==> src/rtl/irq_vec_pkg.sv <==
package irq_vec_pkg;

  localparam int VEC_W = 16;

  typedef enum logic [1:0] {
    CLS_RSVD  = 2'd0,
    CLS_RESET = 2'd1,
    CLS_NMI   = 2'd2,
    CLS_MASK  = 2'd3
  } irq_class_e;

  // Class of a slot from its priority number.
  function automatic irq_class_e slot_class(int idx, int top_slot, int nmi_lo, int pop_lo);
    if (idx == top_slot)     return CLS_RESET;
    else if (idx >= nmi_lo)  return CLS_NMI;
    else if (idx >= pop_lo)  return CLS_MASK;
    else                     return CLS_RSVD;
  endfunction

  // Vector word address: base plus two bytes per priority step.
  function automatic logic [VEC_W-1:0] vec_addr(logic [VEC_W-1:0] base, int unsigned slot);
    return base + VEC_W'(slot << 1);
  endfunction

endpackage

==> src/rtl/irq_eligible.sv <==
module irq_eligible
  import irq_vec_pkg::*;
#(
  parameter int NUM_SLOTS = 64,
  parameter int NMI_LO    = 61,
  parameter int POP_LO    = 44
) (
  input  logic [NUM_SLOTS-1:0] pend_i,
  input  logic [NUM_SLOTS-1:0] ien_i,
  input  logic                 gie_i,
  output logic [NUM_SLOTS-1:0] elig_o
);

  for (genvar g = 0; g < NUM_SLOTS; g++) begin : g_slot
    localparam irq_class_e CLS = slot_class(g, NUM_SLOTS-1, NMI_LO, POP_LO);
    if (CLS == CLS_RESET) begin : g_rst
      assign elig_o[g] = pend_i[g];
    end else if (CLS == CLS_NMI) begin : g_nmi
      assign elig_o[g] = pend_i[g] & ien_i[g];
    end else if (CLS == CLS_MASK) begin : g_msk
      assign elig_o[g] = pend_i[g] & ien_i[g] & gie_i;
    end else begin : g_rsv
      assign elig_o[g] = 1'b0;
    end
  end

endmodule

==> src/rtl/irq_prio_enc.sv <==
module irq_prio_enc #(
  parameter int NUM_SLOTS = 64,
  parameter int SLOT_W    = $clog2(NUM_SLOTS)
) (
  input  logic [NUM_SLOTS-1:0] elig_i,
  output logic                 valid_o,
  output logic [SLOT_W-1:0]    idx_o
);

  // Ascending scan: the last hit is the highest number.
  always_comb begin
    valid_o = 1'b0;
    idx_o   = '0;
    for (int i = 0; i < NUM_SLOTS; i++) begin
      if (elig_i[i]) begin
        valid_o = 1'b1;
        idx_o   = SLOT_W'(i);
      end
    end
  end

endmodule

==> src/rtl/irq_winner_reg.sv <==
module irq_winner_reg #(
  parameter int NUM_SLOTS = 64,
  parameter int SLOT_W    = $clog2(NUM_SLOTS)
) (
  input  logic              clk,
  input  logic              rst,
  input  logic              win_valid_i,
  input  logic [SLOT_W-1:0] win_idx_i,
  input  logic              ack_i,
  output logic              req_o,
  output logic [SLOT_W-1:0] slot_o,
  output logic              reset_req_o
);

  localparam logic [SLOT_W-1:0] RST_SLOT = SLOT_W'(NUM_SLOTS-1);

  logic reset_win;
  logic take;
  logic ack_evt;

  assign reset_win = win_valid_i && (win_idx_i == RST_SLOT);
  assign ack_evt   = req_o && ack_i;
  assign take      = reset_win || (!req_o && win_valid_i);

  always_ff @(posedge clk) begin
    if (rst) begin
      req_o       <= 1'b0;
      slot_o      <= '0;
      reset_req_o <= 1'b0;
    end else if (take) begin
      req_o       <= 1'b1;
      slot_o      <= win_idx_i;
      reset_req_o <= reset_win;
    end else if (ack_evt) begin
      req_o       <= 1'b0;
      reset_req_o <= 1'b0;
    end
  end

endmodule

==> src/rtl/irq_vector_arbiter.sv <==
module irq_vector_arbiter
  import irq_vec_pkg::*;
#(
  parameter int                NUM_SLOTS = 64,
  parameter int                NMI_LO    = 61,
  parameter int                POP_LO    = 44,
  parameter logic [VEC_W-1:0]  VEC_BASE  = 16'hFF80,
  parameter int                SLOT_W    = $clog2(NUM_SLOTS)
) (
  input  logic                 clk,
  input  logic                 rst,
  input  logic [NUM_SLOTS-1:0] pend_i,
  input  logic [NUM_SLOTS-1:0] ien_i,
  input  logic                 gie_i,
  input  logic                 ack_i,
  output logic                 req_o,
  output logic [SLOT_W-1:0]    slot_o,
  output logic [VEC_W-1:0]     vec_o,
  output logic                 reset_req_o,
  output logic [NUM_SLOTS-1:0] clear_o
);

  logic [NUM_SLOTS-1:0] elig;
  logic                 win_valid;
  logic [SLOT_W-1:0]    win_idx;
  logic                 ack_evt;

  irq_eligible #(.NUM_SLOTS(NUM_SLOTS), .NMI_LO(NMI_LO), .POP_LO(POP_LO)) u_elig (
    .pend_i (pend_i),
    .ien_i  (ien_i),
    .gie_i  (gie_i),
    .elig_o (elig)
  );

  irq_prio_enc #(.NUM_SLOTS(NUM_SLOTS), .SLOT_W(SLOT_W)) u_enc (
    .elig_i  (elig),
    .valid_o (win_valid),
    .idx_o   (win_idx)
  );

  irq_winner_reg #(.NUM_SLOTS(NUM_SLOTS), .SLOT_W(SLOT_W)) u_win (
    .clk         (clk),
    .rst         (rst),
    .win_valid_i (win_valid),
    .win_idx_i   (win_idx),
    .ack_i       (ack_i),
    .req_o       (req_o),
    .slot_o      (slot_o),
    .reset_req_o (reset_req_o)
  );

  assign ack_evt = req_o && ack_i;
  assign vec_o   = vec_addr(VEC_BASE, 32'(slot_o));

  always_comb begin
    clear_o = '0;
    if (ack_evt) clear_o[slot_o] = 1'b1;
  end

endmodule

==> config.mk <==
export PLATFORM = sky130hd
export DESIGN_NAME = irq_vector_arbiter
export DESIGN_NICKNAME = d
export VERILOG_FILES = /design/src/rtl/irq_vec_pkg.sv /design/src/rtl/irq_eligible.sv /design/src/rtl/irq_prio_enc.sv /design/src/rtl/irq_winner_reg.sv /design/src/rtl/irq_vector_arbiter.sv
export SDC_FILE = /design/constraint.sdc
export NUM_CORES = 1
export LEC_CHECK = 0
export ABC_AREA = 1
export BUFFER_PORTS_ARGS = -buffer_cell sky130_fd_sc_hd__buf_4
export CORE_AREA = 2 2 85 87
export CTS_CLUSTER_DIAMETER = 120
export DETAILED_ROUTE_END_ITERATION = 6
export DIE_AREA = 0 0 87 89
export MAX_ROUTING_LAYER = met4
export PLACE_DENSITY_LB_ADDON = 0.25
export SKIP_LAST_GASP = 1
export SYNTH_ARGS = -nofsm -noshare
export SYNTH_HDL_FRONTEND = slang
export SYNTH_SLANG_ARGS = --single-unit
export TNS_END_PERCENT = 5
==> constraint.sdc <==
create_clock -name clk -period 4.3 [get_ports clk]
set_input_delay 0.645 -clock clk [delete_from_list [all_inputs] [get_ports clk]]
set_output_delay 0.645 -clock clk [all_outputs]
set_load 0.03 [all_outputs]
==> results.md <==
- Avg WL per Cell: 11.6 µm
- Yosys top cell area share: 0.239
- Mapped Cells: ~200
- Final setup vio count: 0
- Remaining antenna violation count: 0
- Avg Synthesized Cell Area: 5.46 µm²
- IO Count: 220
- Setup TNS: 0 ns
- TritonCTS clock tree: done
- Most frequent cell after synthesis: nor2_1
- Starting Density: 0.166
- DIE AREA: 7740 µm²
- Seq/Total Area, Yosys: 0.144
- Worst vdd ir: 0.0000716 V
- Clk_lat worst skew: 0.23 ns
- Most used cell, CP: buf_4
- Cell Pwr Density: 174 nW/µm²
- Hold WS: ~0.48 ns
- #FFs+latches synth: 8
- Die X: 87 µm
- Via density: 4.21
- Clock H-tree levels: 1
- Hold Crit Class: flip-flop to flip-flop
- DR DRC count: 0
- Vias in the first global route: 1556
- Max Clk Rate: 423 MHz
- Layout cells sized above 1: 0.420
- Pleak: between 0.001 and 0.0015 µW
- Top FF cell, synth: dfxtp_1
- # port buffers: 120
- Cell Chain, Critical Path: buf_4 -> nand2_1 -> inv_1 -> nand4_1 -> nor2_1 -> buf_4
- EDFF count, synth: 0
- Hold Buf Count CTS: 0
- Antenna fix cells: 0
- Hold Fails Final Rpt: 0
- Placer Congestion: 0.782
- Outcome: complete, no violations
- Largest net degree at the start of global routing: 18
- Clock tree buffer depth: 2
- Critical path arrival: 1.72 ns
- Ys async rst share: 0
- Max incr delay on CP: 0.34 ns
- Via count: 1672
- Global-route wire length before repair: 7.16 mm
- Crit. End Element: output port
- Synth top cells by count: 71 x nor2_1, 30 x nand2_1, 26 x nand3_1
- Final min period: 2.36 ns
- Final nets: 451
- Critical Path RT: 3.65 ns
- Warnings from Yosys: 0
- CP Max Fanout: 8
- CTS buffer count: 3
- GRT Resource Usage Total: 0.119
- Iteration-0 DRC Markers: 29
- Global route overflow: 0
- Initial antenna violation count: 0
- Maxcap violations: 0
- Area contributors post-synth: nor2_1 24%, dfxtp_1 14%, nand3_1 12%
- Clk slew on worst S/H paths: 0.04 ns
- TritonRoute pass-1 iters: 5
- Gates resized, CTS repair: 0
- Final Slew Violations: 0
- Cell row count: 30
- Cell area after synthesis: approximately 1100 µm²
- Startpoint types: input port
- Crit share post-route: 0.549
- Setup Skew: 0.00198 ns
- Root Buffer: clkbuf_8
- DRT Wirelength: 4.60 mm
- Crit path kind: input port to output port
- Core Box Area: 6720 µm²
- Synth area leader: nor2_1
- Layout area overhead: 83.4%
- Post-DP HPWL: a little under 4 mm
- Postcts setup bufs: 0
- DIE HEIGHT: 89 µm
- CTS sink count: 8
- Netlist cell types: 22
- Slowest CP cell: nand4_1
- RSZ-0062 raised after global routing: no
## registers in the layout (all words and copies together), names as in the netlist
signal,count
u_win.reset_req_o,1
u_win.req_o,1
u_win.slot_o,6
## logic make-up (layout without fill, tap and decap cells)
kind of cell | after synthesis | after routing | synth area share
AO/OA/AOI/OAI | 19 | 19 | 0.118
other | 2 | 10 | 0.00674
flip-flops | 8 | 8 | 0.144
buffers and inverters | 33 | 138 | 0.178
AND/OR/NAND/NOR | 142 | 142 | 0.553
## cell type report
cell class	count	area (µm²)
Fill cell	766	4670
Timing Repair Buffer	120	901
Multi-Input combinational cell	171	786
Sequential cell	8	160
Tap cell	80	100
Inverter	15	56.3
Clock buffer	3	41.3
## per-layer routing
metal | global-route usage | share of wire | vias to the layer above
met5 | - | 0 | -
met4 | 0.0270 | 0.0067 | 0
met3 | 0.0332 | 0.13 | 4
met2 | 0.211 | 0.46 | 107
met1 | 0.132 | 0.41 | 691
li1 | - | - | 870
## through the flow
stage               setup slack (ns)  area [µm²]  power (µW)   util  std cells
floorplan                       2.08        1140         210      -        212
global placement                1.94        2000         266  0.298        394
detailed placement              1.92        2000         267  0.298        394
CTS                             1.92        2040         360  0.304        397
global route                    1.70        2040         382  0.304        397
finish                          1.94        2040         356  0.304        397
## power by group
part	total [µW]	leakage, µW	internal [µW]	switching (µW)
combinational	169	0.00100	62.2	107
sequential	94.9	0.0000673	81.2	13.7
clock	91.4	0.0000216	60.7	30.7
## worst max-delay path, delay by kind of cell
| family | cells | cell delay [ns] |
|---|---|---|
| buffers and inverters | 3 | 0.46 |
| and+or+nand+nor | 3 | 0.61 |
## layout by cell type, fill, tap and decap left out, types with 3 or more instances in the layout
master and instances:
inv_1 15, conb_1 10, dfxtp_1 8, buf_4 120, nand3_1 26, a21oi_1 8
nand4_1 8, clkbuf_8 3, o21ai_1 5, nor2_1 71, nand2_1 30
## final timing paths
path / from / end / slack [ns] / cells after the start
worst max-delay path: ack_i / clear_o[61] / 1.94 / 6
worst min-delay path: u_win.reset_req_o$_SDFFE_PP0P_ / u_win.reset_req_o$_SDFFE_PP0P_ / 0.48 / 2
worst min register to register: u_win.reset_req_o$_SDFFE_PP0P_ / u_win.reset_req_o$_SDFFE_PP0P_ / 0.48 / 2
worst max register to register: u_win.req_o$_SDFFE_PP0P_ / u_win.slot_o[1]$_SDFFE_PP0P_ / 3.29 / 5
Power figures use the tool's default switching activity.
